File: src/rtl/alu8_pkg.sv
package alu8_pkg;
   localparam int OP_W  = 4;
   localparam int SEL_W = 2;

   typedef logic [OP_W-1:0]  op_t;
   typedef logic [SEL_W-1:0] sel_t;

   localparam op_t OP_ADD  = 4'd0;
   localparam op_t OP_SUB  = 4'd1;
   localparam op_t OP_OR   = 4'd2;
   localparam op_t OP_XOR  = 4'd3;
   localparam op_t OP_NAND = 4'd4;
   localparam op_t OP_NOR  = 4'd5;
   localparam op_t OP_XNOR = 4'd6;
   localparam op_t OP_SLT  = 4'd7;
   localparam op_t OP_SLL  = 4'd8;
   localparam op_t OP_SRL  = 4'd9;
   localparam op_t OP_SRA  = 4'd10;

   localparam sel_t SEL_REG = 2'b00;
   localparam sel_t SEL_IMM = 2'b01;

   function automatic logic is_shift(input op_t op);
      return (op == OP_SLL) || (op == OP_SRL) || (op == OP_SRA);
   endfunction
endpackage

File: src/rtl/alu8_regfile.sv
module alu8_regfile #(
   parameter int DATA_W     = 8,
   parameter int NREG       = 32,
   parameter bit RESET_REGS = 1'b1,
   localparam int AW        = $clog2(NREG)
) (
   input  logic              clk,
   input  logic              rst_n,
   input  logic [AW-1:0]     rd_a_addr,
   input  logic [AW-1:0]     rd_b_addr,
   output logic [DATA_W-1:0] rd_a,
   output logic [DATA_W-1:0] rd_b,
   input  logic              we,
   input  logic [AW-1:0]     wr_addr,
   input  logic [DATA_W-1:0] wr_data
);
   logic [DATA_W-1:0] mem [NREG];

   if (NREG < 2 || NREG != (1 << AW)) begin : g_bad_depth
      $error("alu8_regfile: NREG must be a power of two and at least 2");
   end

   if (RESET_REGS) begin : g_rst
      always_ff @(posedge clk or negedge rst_n) begin
         if (!rst_n) begin
            for (int i = 0; i < NREG; i++) mem[i] <= '0;
         end else if (we) begin
            mem[wr_addr] <= wr_data;
         end
      end
   end else begin : g_norst
      always_ff @(posedge clk) begin
         if (we) mem[wr_addr] <= wr_data;
      end
   end

   assign rd_a = mem[rd_a_addr];
   assign rd_b = mem[rd_b_addr];

   // a write lands in the addressed entry at the edge
   a_r8_write_lands: assert property (@(posedge clk) disable iff (!rst_n)
      we |=> mem[$past(wr_addr)] == $past(wr_data));
endmodule

File: src/rtl/alu8_opnd_mux.sv
module alu8_opnd_mux
   import alu8_pkg::*;
#(
   parameter int DATA_W = 8
) (
   input  sel_t              sel,
   input  logic [DATA_W-1:0] rf_val,
   input  logic [DATA_W-1:0] imm,
   input  logic [DATA_W-1:0] byp,
   output logic [DATA_W-1:0] opnd
);
   always_comb begin
      case (sel)
         SEL_REG: opnd = rf_val;
         SEL_IMM: opnd = imm;
         default: opnd = byp;
      endcase
   end
endmodule

File: src/rtl/alu8_core.sv
module alu8_core
   import alu8_pkg::*;
#(
   parameter int DATA_W = 8,
   parameter int SH_W   = 3,
   parameter bit BARREL = 1'b1
) (
   input  op_t               op,
   input  logic [DATA_W-1:0] a,
   input  logic [DATA_W-1:0] b,
   input  logic [SH_W-1:0]   sh,
   output logic [DATA_W-1:0] res
);
   logic [DATA_W-1:0] sll_v, srl_v, sra_v;
   logic              lt;

   if (DATA_W < 2) begin : g_bad_w
      $error("alu8_core: DATA_W must be at least 2");
   end
   if ((1 << SH_W) > DATA_W) begin : g_bad_sh
      $error("alu8_core: shift field wider than the data needs");
   end

   if (BARREL) begin : g_barrel
      logic [DATA_W-1:0] sl [SH_W+1];
      logic [DATA_W-1:0] sr [SH_W+1];
      logic [DATA_W-1:0] sa [SH_W+1];
      assign sl[0] = a;
      assign sr[0] = a;
      assign sa[0] = a;
      for (genvar k = 0; k < SH_W; k++) begin : g_stage
         assign sl[k+1] = sh[k] ? (sl[k] << (1 << k)) : sl[k];
         assign sr[k+1] = sh[k] ? (sr[k] >> (1 << k)) : sr[k];
         assign sa[k+1] = sh[k] ? DATA_W'($signed(sa[k]) >>> (1 << k)) : sa[k];
      end
      assign sll_v = sl[SH_W];
      assign srl_v = sr[SH_W];
      assign sra_v = sa[SH_W];
   end else begin : g_flat
      assign sll_v = a << sh;
      assign srl_v = a >> sh;
      assign sra_v = DATA_W'($signed(a) >>> sh);
   end

   assign lt = $signed(a) < $signed(b);

   always_comb begin
      case (op)
         OP_ADD:  res = a + b;
         OP_SUB:  res = a - b;
         OP_OR:   res = a | b;
         OP_XOR:  res = a ^ b;
         OP_NAND: res = ~(a & b);
         OP_NOR:  res = ~(a | b);
         OP_XNOR: res = ~(a ^ b);
         OP_SLT:  res = {{(DATA_W-1){1'b0}}, lt};
         OP_SLL:  res = sll_v;
         OP_SRL:  res = srl_v;
         OP_SRA:  res = sra_v;
         default: res = '0;
      endcase
   end
endmodule

File: src/rtl/alu8_bypass_dp.sv
module alu8_bypass_dp
   import alu8_pkg::*;
#(
   parameter int DATA_W     = 8,
   parameter int NREG       = 32,
   parameter int SH_W       = 3,
   parameter bit RESET_REGS = 1'b1,
   parameter bit BARREL     = 1'b1,
   localparam int AW        = $clog2(NREG)
) (
   input  logic              clk,
   input  logic              rst_n,
   input  logic              in_valid,
   input  logic [3:0]        in_op,
   input  logic [1:0]        a_sel,
   input  logic [AW-1:0]     a_reg,
   input  logic [DATA_W-1:0] a_imm,
   input  logic [1:0]        b_sel,
   input  logic [AW-1:0]     b_reg,
   input  logic [DATA_W-1:0] b_imm,
   input  logic [SH_W-1:0]   in_shamt,
   input  logic              wr_en,
   input  logic [AW-1:0]     wr_dst,
   output logic [DATA_W-1:0] res_o,
   output logic              res_valid_o
);
   logic [DATA_W-1:0] rf_a, rf_b, opa, opb, alu_res, byp_q;
   logic              rf_we;
   logic              vld_q;

   assign rf_we = in_valid & wr_en;

   alu8_regfile #(.DATA_W(DATA_W), .NREG(NREG), .RESET_REGS(RESET_REGS)) rf_i (
      .clk(clk), .rst_n(rst_n),
      .rd_a_addr(a_reg), .rd_b_addr(b_reg),
      .rd_a(rf_a), .rd_b(rf_b),
      .we(rf_we), .wr_addr(wr_dst), .wr_data(alu_res)
   );

   alu8_opnd_mux #(.DATA_W(DATA_W)) mux_a_i (
      .sel(a_sel), .rf_val(rf_a), .imm(a_imm), .byp(byp_q), .opnd(opa)
   );

   alu8_opnd_mux #(.DATA_W(DATA_W)) mux_b_i (
      .sel(b_sel), .rf_val(rf_b), .imm(b_imm), .byp(byp_q), .opnd(opb)
   );

   alu8_core #(.DATA_W(DATA_W), .SH_W(SH_W), .BARREL(BARREL)) alu_i (
      .op(in_op), .a(opa), .b(opb), .sh(in_shamt), .res(alu_res)
   );

   always_ff @(posedge clk or negedge rst_n) begin
      if (!rst_n) begin
         byp_q <= '0;
         vld_q <= 1'b0;
      end else begin
         vld_q <= in_valid;
         if (in_valid) byp_q <= alu_res;
      end
   end

   assign res_o       = byp_q;
   assign res_valid_o = vld_q;

   // idle cycles leave the latch alone and raise no pulse
   a_r10_idle_hold: assert property (@(posedge clk) disable iff (!rst_n)
      !in_valid |=> $stable(res_o) && !res_valid_o);

   // each executed instruction gives a pulse
   a_r9_pulse: assert property (@(posedge clk) disable iff (!rst_n)
      in_valid |=> res_valid_o);

   // latch and written register agree after a writeback
   a_r9_latch_matches_rf: assert property (@(posedge clk) disable iff (!rst_n)
      rf_we |=> res_o == rf_i.mem[$past(wr_dst)]);

   // compare result is boolean
   a_r5_slt_bool: assert property (@(posedge clk) disable iff (!rst_n)
      (in_valid && in_op == OP_SLT) |=> res_o[DATA_W-1:1] == '0);

   // zero shift passes operand A
   a_r6_zero_shift: assert property (@(posedge clk) disable iff (!rst_n)
      (in_valid && is_shift(in_op) && in_shamt == '0) |=> res_o == $past(opa));

   // unassigned opcodes give zero
   a_r7_undef_zero: assert property (@(posedge clk) disable iff (!rst_n)
      (in_valid && in_op > OP_SRA) |=> res_o == '0);
endmodule

File: config.mk
export PLATFORM = sky130hd
export DESIGN_NAME = alu8_bypass_dp
export DESIGN_NICKNAME = d
export VERILOG_FILES = /design/src/rtl/alu8_pkg.sv /design/src/rtl/alu8_regfile.sv /design/src/rtl/alu8_opnd_mux.sv /design/src/rtl/alu8_core.sv /design/src/rtl/alu8_bypass_dp.sv
export SDC_FILE = /design/constraint.sdc
export NUM_CORES = 1
export LEC_CHECK = 0
export ABC_AREA = 1
export BUFFER_PORTS_ARGS = -buffer_cell sky130_fd_sc_hd__buf_2
export CORE_MARGIN = 4
export CORE_UTILIZATION = 50
export CTS_CLUSTER_DIAMETER = 100
export DETAILED_ROUTE_END_ITERATION = 6
export PLACE_DENSITY = 0.66
export SLEW_MARGIN = 40
export SYNTH_ARGS = -nofsm -noshare
export SYNTH_HDL_FRONTEND = slang
export SYNTH_HIERARCHICAL = 1
export SYNTH_SLANG_ARGS = --single-unit
File: constraint.sdc
create_clock -name clk -period 5.5 [get_ports clk]
set_input_delay 0.825 -clock clk [delete_from_list [all_inputs] [get_ports clk]]
set_output_delay 0.825 -clock clk [all_outputs]
set_load 0.01 [all_outputs]
; ---- Word-level counts from Yosys, hierarchy flattened
; Cells that the tools add are included.
[op_classes]
addsub = 2
n_lt_le_gt_ge = 5
eq_ne = 12
mux = 21
n_bitwise = 10
reduce_logical = 4
[ops]
columns = op, n
row1 = 256-bit bitwise mux, 1
row2 = 8-bit 2-to-1 mux, 11
row3 = 8-bit case mux with 11 select lines, 1
row4 = 8-bit binary-select mux with 5-bit select, 2
row5 = 8-bit demux with 5-bit select, 1
row6 = 8-bit case mux with 2 select lines, 2
row7 = 8-bit NOT, 3
row8 = 7-bit 2-to-1 mux, 3
row9 = 6-bit greater-or-equal comparator (second input constant), 3
row10 = 5-bit NOT with 6-bit output, 3
row11 = 4-bit by 3-bit equality test with 1-bit output (second input constant), 4
row12 = 4-bit equality test (second input constant), 3
row13 = 8-bit adder, 1
row14 = 8-bit AND, 1
row15 = 4-bit by 2-bit equality test with 1-bit output (second input constant), 2
row16 = 8-bit < comparator, 1
row17 = 8-bit bitwise OR, 1
row18 = 8-bit subtractor, 1
row19 = 8-bit bitwise XOR, 1
row20 = 6-bit by 1-bit < comparator with 1-bit output (second input constant), 1
row21 = 2-bit by 1-bit equality test with 1-bit output (second input constant), 2
row22 = 4-bit by 1-bit equality test with 1-bit output (second input constant), 1
row23 = 2-bit logical NOT, 2
row24 = 4-bit logical NOT, 1
row25 = other kinds (2), 2
[totals]
ff_bits = 265
in_bits = 46
output_inout_bits = 9
word_cells = 88

; ---- Logic depth before layout (Yosys ltp)
[logic_depth]
depth_word = 10
depth_mapped = 29
ltp_nobuf = 25

; ---- By module
; Netlist, hierarchy kept.
[by_module_without_submodules]
columns = mod, instances, cells_each, area_each_um2, seq_area_each_um2
row1 = alu8_regfile, 1, 2105, 14337.5, 6406.1
row2 = alu8_core, 1, 392, 1908.1, 0.0
row3 = alu8_opnd_mux, 2, 36, 173.9, 0.0
row4 = alu8_bypass_dp, 1, 37, 337.8, 225.2

; ---- Worst setup path after synthesis
; No wires, ideal clock.
[synth_path]
path_type = in2reg
startpoint = input a_reg[1]
endpoint = register rf_i/mem[194] in the netlist's numbering
setup_time_ns = 0.135
arrival_time_ns = 3.699
t_required_ns = 5.365
setup_slack_ns = 1.666
stages = 21
n_path_buf = 3
cell_sequence = clkbuf_1 > buf_1 > nand3_1 > nand3_1 > nand2_1 > nand2_1 > nand2_1 > nand2_1 > nand2_1 > nand2_1 > nand3_1 > ha_1 > fa_1 > or2_2 > nand3_1 > nand3_1 > nor3_1 > nand3_1 > inv_1 > clkbuf_1 > o21ai_0
[synth_between]
elab_chain_cells = 10
elab_cells_between_ends = 24
cone_classes = add/sub: 2 / mux: 15 / bitwise: 7
[synth_rtl]
columns = item, line_no
row1 = start: declaration, alu8_bypass_dp.sv:16  ; input logic [AW-1:0] a_reg,
row2 = 5-bit NOT with 6-bit output (not written as such) *, alu8_regfile.sv:37  ; assign rd_a = mem[rd_a_addr];
row3 = 8-bit binary-select mux with 5-bit select *, alu8_regfile.sv:37
row4 = 8-bit 2-to-1 mux (not written as such) * (2 in a row), alu8_regfile.sv:37
row5 = via rf_a[0], alu8_bypass_dp.sv:27  ; logic [DATA_W-1:0] rf_a, rf_b, opa, opb, alu_res, byp_q;
row6 = 8-bit case mux with 2 select lines *, alu8_opnd_mux.sv:13  ; case (sel)
row7 = via opa[0], alu8_bypass_dp.sv:27
row8 = branches (longest 3 deep; another with 8-bit subtractor), --
row9 = 8-bit case mux with 11 select lines *, alu8_core.sv:48  ; case (op)
row10 = via alu_res[2], alu8_bypass_dp.sv:27
row11 = 256-bit bitwise mux *, alu8_regfile.sv:28  ; mem[wr_addr] <= wr_data;
row12 = end signal: indexed assignment, alu8_regfile.sv:28
row13 = end: declaration, alu8_regfile.sv:17  ; logic [DATA_W-1:0] mem [NREG];
; Mark *: on every way through the listed nets, which the timed path passes. The select of a mux whose other input is x is not followed.
; A chain may end at the register's enable or synchronous reset.

; ---- Final worst setup path
[layout_path]
startpoint = input a_reg[0]
endpoint = register rf_i/mem[96] in the netlist's numbering
[layout_between]
elab_chain_cells = 10
elab_cells_between_ends = 25
cone_classes = add/sub: 2 / order compare: 1 / mux: 15 / bitwise: 7
[layout_rtl]
columns = item, line_no
row1 = 5-bit NOT with 6-bit output (not written as such) *, alu8_regfile.sv:37
row2 = 8-bit binary-select mux with 5-bit select *, alu8_regfile.sv:37
row3 = 8-bit 2-to-1 mux (not written as such) * (2 in a row), alu8_regfile.sv:37
row4 = via rf_a[5], alu8_bypass_dp.sv:27
row5 = 8-bit case mux with 2 select lines *, alu8_opnd_mux.sv:13
row6 = via opa[5], alu8_bypass_dp.sv:27
row7 = branches (longest 3 deep; another with 8-bit < comparator), --
row8 = 8-bit case mux with 11 select lines *, alu8_core.sv:48
row9 = via alu_res[0], alu8_bypass_dp.sv:27
row10 = 256-bit bitwise mux *, alu8_regfile.sv:28
; Marks and branches as above.

==> results.py <==
metrics = {
    "status": {
        "status": "finished, final reports clean",
    },
    "drt": {
        "drt-pass1-iter-count": 6,
        "drc_errors": 0,
        "drt_iter0_drc": 1887,
        "via_per_inst": 5.779,
        "vias": 17522,
        "finalWirelength_um": 59460,
        "avgRoutedWirePerCell_um": 19.61,
        "final_antenna_net_count": 0,
    },
    "logic_synthesis": {
        "synthFlopType": "dfrtp_1",
        "avgSynthCellArea_um2": 6.497,
        "ys_types": 32,
        "syn-num-nets": 2678,
        "yosysWarnings": 6,
        "async_flop_share_pct": 100.0,
        "yosysSeqAreaShare_pct": 39.17,
        "synth_cells": 2606,
        "synth_edf_count": 0,
        "synth_seq_cells": 265,
        "synth_area_um2": 16930,
    },
    "setup_path": {
        "r2r_start": "rf_i/mem[69]",
        "cp-start-kind": "input pin",
        "arrival_ns": 4.70,
        "critPathTopFamily": "simple AND/OR/NAND/NOR gates",
        "critPathCapture": "rf_i/mem[96]",
        "cp_slowest_cell": "ha_1",
        "crit_fanout": 52,
        "worst_path_most_repeated_cell": "nand2_1",
        "worstSetupPathDepth": 26,
        "ff2ff_setup_slack_ns": 1.82,
        "rr_worst_depth": 23,
        "critPathKind": "in -> reg",
        "crit_path_end_kind": "flop",
        "critPathMaxStageDelay_ns": 0.43,
        "startpoint": "a_reg[0]",
        "path_buf_inv": 6,
        "r2r-end": "rf_i/mem[96]",
        "worstPathRequired_ns": 5.92,
    },
    "place": {
        "place_area_um2": 17530,
        "hpwl_um": 39710,
        "dp_cells": 2976,
        "gp_congestion": 0.9971,
        "port_buffers": 54,
    },
    "timing": {
        "rsz0062_at_grt": "false",
        "relSlewSlack_pct": 42.56,
        "fin_crit_sh_pct": 77.87,
        "max_clock_freq_mhz": 233.5,
        "final.setup_skew_ns": 0.01360,
        "setup_violations": 0,
        "hold_ws_ns": 0.1360,
        "fin_crit_ns": 4.283,
        "tightestPinTransition_ns": 0.8570,
        "finalHoldViolCount": 0,
        "tns_ns": 0,
        "slew_violations": 0,
    },
    "worst_hold_path": {
        "worst_hold_path_type": "in -> async",
    },
    "layout": {
        "layout.nets": 2632,
        "utilization_pct": 55.43,
        "area_growth_pct": 9.511,
        "n_fill_cell": 3317,
        "final_cells": 3032,
        "layout_commonest_cell": "nand2_1",
        "layout-drive-gt1-share_pct": 7.126,
        "layout_common_cells": "nand2_1, nand3_1, dfrtp_1",
        "fin_area_um2": 18540,
    },
    "floorplan": {
        "initial_core_util_pct": 50.62,
        "die-width_um": 192.0,
        "fp.coreArea_um2": 33450,
        "num_rows": 67,
        "io_pins": 55,
        "die_area_um2": 36870,
        "die_h_um": 192.0,
    },
    "clock_network": {
        "worstSkewPairLatency_ns": 0.57,
        "cts.reportedPaths.clkPinSlew_ns": 0.06,
        "post_cts_buffers": 0,
        "htreeDepth": 1,
        "cts.sinks": 265,
        "cts-hold-fix-buffers": 0,
        "cts_inserted_buffers": 30,
        "cts_resized": 0,
        "root_buffer": "clkbuf_16",
        "cts_max_path_buffers": 3,
        "cts_tree": "built",
    },
    "global_routing": {
        "overflow": 0,
        "grt_usage_pct": 31.99,
        "grt_pass1_vias": 16554,
        "grt_start_max_net_pins": 129,
        "grt_first_pass_wirelength_um": 93150,
        "antenna_found_initial": 3,
    },
    "run": {
        "maxCapViolCount": 0,
    },
    "power_and_ir_drop": {
        "leakagePower_nw": 8.808,
        "irDropWorstVdd_mv": 0.2792,
        "p_per_area_nw_per_um2": 333.3,
    },
}
-- cell usage after synthesis, types with 2 or more instances --
cell      number  share of area (%)
a21oi_1       54                1.6
buf_1         26               0.58
buf_2         42                1.2
buf_4          9               0.40
buf_6          3               0.20
clkbuf_1      93                2.1
dfrtp_1      265                 39
fa_1           2               0.24
ha_1          24                1.8
inv_1         73                1.6
inv_2         16               0.35
nand2_1     1165                 26
nand3_1      470                 14
nand4_1        7               0.26
nor2_1        86                1.9
nor2_4         7               0.47
nor3_1         4               0.12
nor3_2         8               0.47
nor3_4         3               0.29
o211ai_1       2              0.089
o21ai_0      226                6.7
o21ai_1       11               0.33
-- state kept, by name, indices dropped and copies added, names as in the netlist --
name         count
res_valid_o      1
res_o            8
rf_i/mem       256
-- metal layers --
metal | global-route usage [%] | part of all wire [%] | vias up
met3 | 5.834 | 9.1 | 145
li1 | - | - | 8343
met2 | 49.97 | 44 | 838
met1 | 44.39 | 42 | 8194
met5 | 0 | 0.022 | -
met4 | 12.40 | 4.1 | 2
-- worst reg2reg max path, stage by stage (launching register included) --
cell and delay (ns):
dfrtp_1 0.37, nand2_1 0.07, nand3_1 0.12, nand3_1 0.10
nand2_1 0.17, nand2_1 0.08, nand2_1 0.07, nand2_1 0.10
nand2_1 0.11, nand2_1 0.07, nand3_1 0.26, inv_1 0.09
ha_1 0.43, nor2_1 0.25, nand3_1 0.18, nand3_1 0.13
nand2_1 0.07, nand2_1 0.06, nand2_1 0.07, nand3_1 0.09
nand2_1 0.14, inv_1 0.12, buf_4 0.24, o21ai_0 0.14
-- cell type report --
| cell class | count | area [um2] | share of cell area [%] |
|---|---|---|---|
| clock buffer | 45 | 898.4 | 4.845 |
| antenna | 2 | 5.005 | 0.02699 |
| timing repair buffer | 96 | 808.3 | 4.359 |
| inverter | 89 | 339.1 | 1.829 |
| sequential | 265 | 6631 | 35.76 |
| multi-input combinational | 2078 | 9194 | 49.59 |
| clock inverter | 9 | 105.1 | 0.5668 |
| tap | 448 | 560.5 | 3.023 |
-- power by group --
group          leakage, nW  switching [mW]  internal, mW
Combinational         4.76            1.08         0.536
Sequential            3.55           0.272          2.26
Clock                0.493           0.814          1.21
-- metrics by stage --
step / total power [mW] / setup slack, ns
floorplan: 3.548 / 1.666
global placement: 4.118 / 0.6295
detailed placement: 4.153 / 0.7439
CTS: 6.192 / 1.327
global route: 6.533 / 0.9122
finish: 6.180 / 1.217
-- how the worst min path moves through the flow --
stage	start	end	slack [ns]	cells after the start
final	rst_n	rf_i/mem[38]	0.14	1
after global placement	rf_i/mem[196]	rf_i/mem[196]	0.49	2
after floorplan	rf_i/mem[246]	rf_i/mem[246]	0.47	2
after global routing	rst_n	rf_i/mem[38]	0.16	1
after detailed placement	rf_i/mem[203]	rf_i/mem[203]	0.50	2
after CTS	rst_n	rf_i/mem[45]	0.14	1
-- cells by family (layout without fill, tap and decap cells) --
kind of cell | after synthesis | count (layout) | share of synthesized area (%)
adder cells (fa/ha/maj) | 26 | 26 | 2.010
AO/OA/AOI/OAI | 297 | 297 | 8.860
buffers and inverters | 263 | 239 | 6.533
flip-flops | 265 | 265 | 39.17
AND/OR/NAND/NOR | 1755 | 1755 | 43.43
other | 0 | 2 | 0
Note: power is estimated with default switching activity, not from simulation.
